## config.mk

```make
export PLATFORM = sky130hd
export DESIGN_NAME = evt_timer
export DESIGN_NICKNAME = d
export VERILOG_FILES = /design/src/rtl/evt_timer_pkg.sv /design/src/rtl/evt_ring_prescaler.sv /design/src/rtl/evt_high_counter.sv /design/src/rtl/evt_capture.sv /design/src/rtl/evt_timer.sv
export SDC_FILE = /design/constraint.sdc
export NUM_CORES = 1
export LEC_CHECK = 0
export BUFFER_PORTS_ARGS = -buffer_cell sky130_fd_sc_hd__buf_2
export CAP_MARGIN = 20
export CORE_MARGIN = 4
export CORE_UTILIZATION = 50
export DETAILED_ROUTE_END_ITERATION = 8
export MAX_ROUTING_LAYER = met4
export PLACE_DENSITY = 0.71
export SETUP_SLACK_MARGIN = 0.05
export SLEW_MARGIN = 25
export SYNTH_ARGS = -nofsm -noshare
export SYNTH_HDL_FRONTEND = slang
export SYNTH_SLANG_ARGS = --single-unit
export TNS_END_PERCENT = 1
```

## constraint.sdc

```tcl
create_clock -name clk -period 2.5 [get_ports clk]
set_clock_uncertainty 0.2 [all_clocks]
set_input_delay 0.375 -clock clk [delete_from_list [all_inputs] [get_ports clk]]
set_output_delay 0.375 -clock clk [all_outputs]
set_load 0.03 [all_outputs]
```

## src/rtl/evt_timer_pkg.sv

```systemverilog
package evt_timer_pkg;

  // Binary index of the single set bit in a one-hot vector (0 when empty).
  function automatic int unsigned ring_slot(input logic [31:0] onehot);
    int unsigned idx;
    idx = 0;
    for (int unsigned k = 0; k < 32; k++) begin
      if (onehot[k]) idx = k;
    end
    return idx;
  endfunction

  // Combined time: upper stage concatenated above the ring index.
  function automatic logic [63:0] join_time(input logic [31:0] upper,
                                            input int unsigned slot,
                                            input int unsigned slot_bits);
    return (64'(upper) << slot_bits) | 64'(slot);
  endfunction

endpackage

```

## src/rtl/evt_ring_prescaler.sv

```systemverilog
module evt_ring_prescaler #(
  parameter int RING_LEN = 4,
  localparam int ENC_W = $clog2(RING_LEN)
) (
  input  logic                clk,
  input  logic                rst,
  input  logic                run,
  output logic [RING_LEN-1:0] ring,
  output logic [ENC_W-1:0]    slot,
  output logic                wrap
);
  import evt_timer_pkg::*;

  always_ff @(posedge clk) begin
    if (rst)      ring <= RING_LEN'(1);
    else if (run) ring <= {ring[RING_LEN-2:0], ring[RING_LEN-1]};
  end

  assign slot = ENC_W'(ring_slot(32'(ring)));
  // Enable for the upper stage: hot bit leaves the last place this edge.
  assign wrap = run && ring[RING_LEN-1];

  assert_single_hot_R2: assert property (@(posedge clk) disable iff (rst)
    $countones(ring) == 1);

  assert_hold_when_stopped_R3: assert property (@(posedge clk) disable iff (rst)
    !run |=> $stable(ring));

  assert_ring_returns_home_R4: assert property (@(posedge clk) disable iff (rst)
    wrap |=> ring[0]);

endmodule

```

## src/rtl/evt_high_counter.sv

```systemverilog
module evt_high_counter #(
  parameter int HIGH_W = 22
) (
  input  logic              clk,
  input  logic              rst,
  input  logic              adv,
  output logic [HIGH_W-1:0] high,
  output logic              ovf
);
  logic at_top;
  logic top_hit;

  assign at_top  = &high;
  assign top_hit = adv && at_top;

  always_ff @(posedge clk) begin
    if (rst)      high <= '0;
    else if (adv) high <= high + 1'b1;
  end

  always_ff @(posedge clk) begin
    if (rst)          ovf <= 1'b0;
    else if (top_hit) ovf <= 1'b1;
  end

  assert_step_on_wrap_R4: assert property (@(posedge clk) disable iff (rst)
    adv |=> high == $past(high) + 1'b1);

  assert_hold_off_wrap_R4: assert property (@(posedge clk) disable iff (rst)
    !adv |=> $stable(high));

  assert_overflow_sticky_R7: assert property (@(posedge clk) disable iff (rst)
    ovf |=> ovf);

  assert_overflow_on_top_R7: assert property (@(posedge clk) disable iff (rst)
    top_hit |=> ovf && high == '0);

endmodule

```

## src/rtl/evt_capture.sv

```systemverilog
module evt_capture #(
  parameter int TIME_W = 24
) (
  input  logic              clk,
  input  logic              rst,
  input  logic              strobe,
  input  logic [TIME_W-1:0] live,
  output logic [TIME_W-1:0] held
);
  always_ff @(posedge clk) begin
    if (rst)         held <= '0;
    else if (strobe) held <= live;
  end

  assert_latch_live_R5: assert property (@(posedge clk) disable iff (rst)
    strobe |=> held == $past(live));

  assert_keep_value_R6: assert property (@(posedge clk) disable iff (rst)
    !strobe |=> $stable(held));

endmodule

```

## src/rtl/evt_timer.sv

```systemverilog
module evt_timer #(
  parameter int RING_LEN = 4,
  parameter int HIGH_W   = 22,
  localparam int ENC_W   = $clog2(RING_LEN),
  localparam int TIME_W  = HIGH_W + ENC_W
) (
  input  logic              clk,
  input  logic              rst,
  input  logic              run,
  input  logic              capture,
  output logic [TIME_W-1:0] cap_time,
  output logic              overflow
);
  import evt_timer_pkg::*;

  logic [RING_LEN-1:0] ring;
  logic [ENC_W-1:0]    slot;
  logic                ring_wrap;
  logic [HIGH_W-1:0]   high;
  logic [TIME_W-1:0]   live_time;

  evt_ring_prescaler #(.RING_LEN(RING_LEN)) u_ring (
    .clk (clk), .rst (rst), .run (run),
    .ring(ring), .slot(slot), .wrap(ring_wrap)
  );

  evt_high_counter #(.HIGH_W(HIGH_W)) u_high (
    .clk(clk), .rst(rst), .adv(ring_wrap), .high(high), .ovf(overflow)
  );

  assign live_time = TIME_W'(join_time(32'(high), int'(slot), ENC_W));

  evt_capture #(.TIME_W(TIME_W)) u_cap (
    .clk(clk), .rst(rst), .strobe(capture), .live(live_time), .held(cap_time)
  );

  assert_count_steps_R2: assert property (@(posedge clk) disable iff (rst)
    run |=> live_time == $past(live_time) + 1'b1);

  assert_count_frozen_R3: assert property (@(posedge clk) disable iff (rst)
    !run |=> $stable(live_time));

endmodule

```

[Word level (Yosys, flattened, before mapping)]
Cells that the tools add are included.
Storage, ports and cells
  bits in registers: 51
  bits in latches: 0
  memory bits (writable): 0
  memory bits (read-only): 0
  input bits: 4
  output and inout port bits: 25
  word-level logic and storage cells: 12
  memories: 0
Cells by class
  add/subtract/negate cells: 1
  $mul: 0
  divide/modulo/power cells: 0
  magnitude comparators: 0
  equal/unequal tests: 0
  shift operators: 0
  mux-type cells: 3
  bitwise logic cells: 1
  reduce and logical (&&, ||, !) cells: 3
Operators with widths (count)
  $or 24x2->24: 1
  $add 22x1->22 const B: 1
  $reduce_and 22->1: 1
  $mux 2: 2
  $logic_and 1x1->1: 2
  $mux 1: 1

[Depth between registers and ports, before layout]
  depth after elaboration: 4
  depth in mapped cells: 7
  depth with buffers taken out: 5

[By module]
A second synthesis with hierarchy kept.
Second synthesis, totals
  cells, all modules: 213
  area, all modules: 2152.1 µm²
By module, submodules not included
  evt_high_counter: times used 1, cells an instance 119, area each 1111.1 µm², seq. area each 460.4 µm²
  evt_capture: times used 1, cells an instance 77, area each 869.6 µm², seq. area each 480.5 µm²
  evt_ring_prescaler: times used 1, cells an instance 17, area each 171.4 µm², seq. area each 80.1 µm²

[Least setup slack after synthesis]
Ideal clock, no wire load.
  path kind: input port to flip-flop
  from: input run
  to: register u_high.high[18]
  setup time: 0.071 ns
  arrival time: 1.748 ns
  data required time: 2.229 ns
  setup slack: 0.482 ns
  cell stages on the path: 7
  path buffers: 3
  path through: buf_6 > nand3_4 > buf_6 > or4_1 > clkbuf_2 > or3_1 > a21oi_1
Between the ends
  cells in the longest elaborated chain, start to end: 1
RTL lines
  start, declared: line evt_timer.sv:9  | input logic run,
  $logic_and 1x1->1: line evt_ring_prescaler.sv:21  | assign wrap = run && ring[RING_LEN-1];
  end signal, assigned: line evt_high_counter.sv:18  | else if (adv) high <= high + 1'b1;
  end, declared: line evt_high_counter.sv:7  | output logic [HIGH_W-1:0] high,
Every way passes these cells.
A chain may end at the register's enable or synchronous reset.

[Worst setup path after layout]
  from: register u_high.high[0]
  to: register u_high.high[18]
Between the ends
  cells in the longest elaborated chain, start to end: 1
RTL lines (line)
  $add 22x1->22: evt_high_counter.sv:18
Every way passes these cells.

==> flow_summary.yaml <==
detailed_routing:
  via_per_inst: 5.16
  routed_wl_mm: 3.76
  num_vias: 1526
  first_iter_violations: 70
  drtPass1Iterations: 4
  routedWlPerCell_um: 12.7
  ant_nets: 0
  drc: 0
critical_path:
  startpoint_type: "register"
  crit_type: "reg2reg"
  path_cells: "ha_1, nand2_1, or4_1, or3_1, a21oi_1"
  critical_path.max_stage_delay_ns: 0.62
  critPathSlowestCell: "or4_1"
  cp-end-kind: "register"
  crit_arrival_ns: 2.20
  worstPathRequired_ns: 2.54
  cp_max_fo: 7
power_and_ir_drop:
  cellPowerDensity_mw_per_mm2: 596
  vdd_drop_max_uv: 474
  leakage_nw: 0.967
  power.total_mw: 1.38
sta:
  fin_crit_sh: 0.864
  grt_setup_unrepaired: "no"
  maxSlewViolCount: 0
  relSlewSlack: 0.527
  hold_viol: 0
  worstMarginPinSlew_ns: 0.709
  fmax_ghz: 0.463
  finalCriticalPeriod_ns: 2.16
  setup_viol_count_final: 0
  finalSetupTns_ns: 0
cts:
  clkSlewWorstSetupHoldPaths_ns: 0.09
  cts_resized: 0
  cts_buffers: 5
  clock_latency_ns: 0.30
  postCtsSetupBuffers: 0
  h-tree-depth: 2
  tritoncts: "built"
  cts_root_buf: "clkbuf_8"
  cts_buffer_depth: 2
  holdBufCountCts: 0
  cts_sinks: 51
placement:
  io_buffers: 28
  dpl.hpwl_mm: 2.55
  place_area_sq_mm: 0.00222
  place.gp.congestion: 0.775
cells_and_area:
  seq_area_sq_mm: 0.00102
  fill_cells: 360
  final_cell_area_sq_mm: 0.00232
  drive_above_1_share: 0.171
  area_delta_synth_final_pct: 11.8
  multi_input_area_sq_um: 961
  num_antenna_cells: 0
  nets: 250
synthesis:
  synthCells: 222
  yosys.area.top_type_share: 0.492
  synth_area_leader_cell: "dfxtp_1"
  synth-edff-count: 0
  synthTopCellsByArea: "dfxtp_1 49%, mux2i_1 12%, nor2_1 7.2%"
  ys_top_cells_by_count: "51 x dfxtp_1, 40 x nor2_1, 25 x mux2i_1"
  synthFlopType: "dfxtp_1"
  syn_area_sq_mm: 0.00207
  yosys.area_share.simple: 0.221
  synth_compound_area_frac: 0.0682
  synth.avg_cell_area_sq_um: 9.34
  synth_top_family_by_area: "simple AND/OR/NAND/NOR gates"
  async_flop_share: 0
  ys_warn_count: 0
  synth_xor_area_frac: 0.0422
  yosysSeqAreaShare: 0.492
  synth_fa_ha_area_frac: 0.00603
  synth_nets: 227
  synthMuxAreaShare: 0.126
  yosysMostFrequentCell: "dfxtp_1"
  synth_cell_types: 33
  synth-seq-cells: 51
global_route:
  overflow: 0
  first_global_vias: 1353
  grt_first_pass_wirelength_mm: 6.36
  antenna_found_initial: 0
  grt_use_total: 0.162
  grt_max_degree: 27
floorplanning:
  rows: 23
  die_area_sq_mm: 0.00524
  core_sq_mm: 0.00400
  ioPinCount: 29
  die_w_um: 72.4
  die_h_um: 72.4
  start_util: 0.519
job:
  max_cap_viol_count: 0
run_status:
  status: "finished, final reports clean"
min_path:
  hold_class: "in2reg"
## cells by family after synthesis
logic type | count (synthesis)
and+or+nand+nor | 89
buffers and inverters | 19
adders and majority gates | 1
muxes | 26
DFF | 51
xor gates and xnor gates | 10
AOI/OAI and AO/OA | 26
## final timing paths
path | start | to | slack [ns] | depth (start not counted)
worst max-delay path | u_high.high[0] | u_high.high[18] | 0.34 | 5
worst max register to register | u_high.high[0] | u_high.high[18] | 0.34 | 5
worst min register to register | u_ring.ring[0] | u_ring.ring[0] | 0.28 | 2
worst min-delay path | run | u_high.high[1] | 0.25 | 3
## power by group
part / total, mW / internal (mW) / leakage [nW] / switching [mW]
clock network: 0.507 / 0.253 / 0.0515 / 0.254
registers: 0.822 / 0.817 / 0.412 / 0.00427
logic: 0.0536 / 0.0183 / 0.503 / 0.0353
total: 1.38 / 1.09 / 0.967 / 0.293
## sequential cells by signal, summed over array words and instances, names as in the netlist
signal and cells:
u_ring.ring 4, u_high.high 22, u_high.ovf 1, u_cap.held 24
## critical path, delay by kind of cell, from the launching register on
family          cells  cell delay (ns)
simple gates        3             1.10
flops               1             0.44
fa+ha+maj           1             0.20
compound gates      1             0.15
## stage by stage
step / utilization / cells / hold WS, ns / setup WS, ns
5_1_grt: 0.580 / 296 / 0.254 / 0.218
3_3_place_gp: 0.555 / 288 / 0.252 / 0.320
4_1_cts: 0.580 / 296 / 0.241 / 0.337
6_report: 0.580 / 296 / 0.251 / 0.339
2_1_floorplan: - / 222 / 0.241 / 0.482
3_5_place_dp: 0.555 / 288 / 0.264 / 0.293
## cell type report
| cell class | count | share of cell area |
|---|---|---|
| Clock buffer | 8 | 0.0432 |
| Inverter | 5 | 0.00809 |
| Multi-Input combinational cell | 152 | 0.414 |
| Sequential cell | 51 | 0.440 |
| Tap cell | 50 | 0.0270 |
| Timing Repair Buffer | 30 | 0.0669 |
## metal layers
metal	vias to the layer above	routed length (um)	part of all wire	global-route usage
li1	808	-	-	-
met2	31	1670	0.44	0.238
met1	683	1840	0.49	0.203
met5	-	0	0	-
met4	0	65	0.017	0.0738
met3	4	181	0.048	0.0526
## cell usage in the layout, fill, tap and decap left out
master | netlist | layout
a41oi_1 | 1 | 1
or3_1 | 7 | 7
buf_2 | 1 | 28
clkbuf_1 | 9 | 1
a21oi_1 | 13 | 13
clkbuf_8 | 0 | 7
and3_1 | 3 | 3
a21o_1 | 1 | 1
or4_1 | 3 | 3
dfxtp_1 | 51 | 51
buf_4 | 1 | 2
a211oi_1 | 2 | 2
inv_1 | 5 | 5
nor2b_1 | 1 | 1
and3_2 | 1 | 1
mux2_2 | 1 | 1
xor2_1 | 4 | 4
nand2_1 | 9 | 9
nand3_1 | 10 | 10
nand4_1 | 3 | 3
and4_1 | 2 | 2
ha_1 | 1 | 1
mux2i_1 | 25 | 25
or3_2 | 1 | 1
nor4_1 | 3 | 3
nor3_1 | 3 | 3
o21ai_0 | 9 | 9
xnor2_1 | 6 | 6
nand4_4 | 1 | 1
nand3_4 | 1 | 1
nor2_1 | 40 | 40
nand4b_1 | 1 | 1
Power figures use the tool's default switching activity.
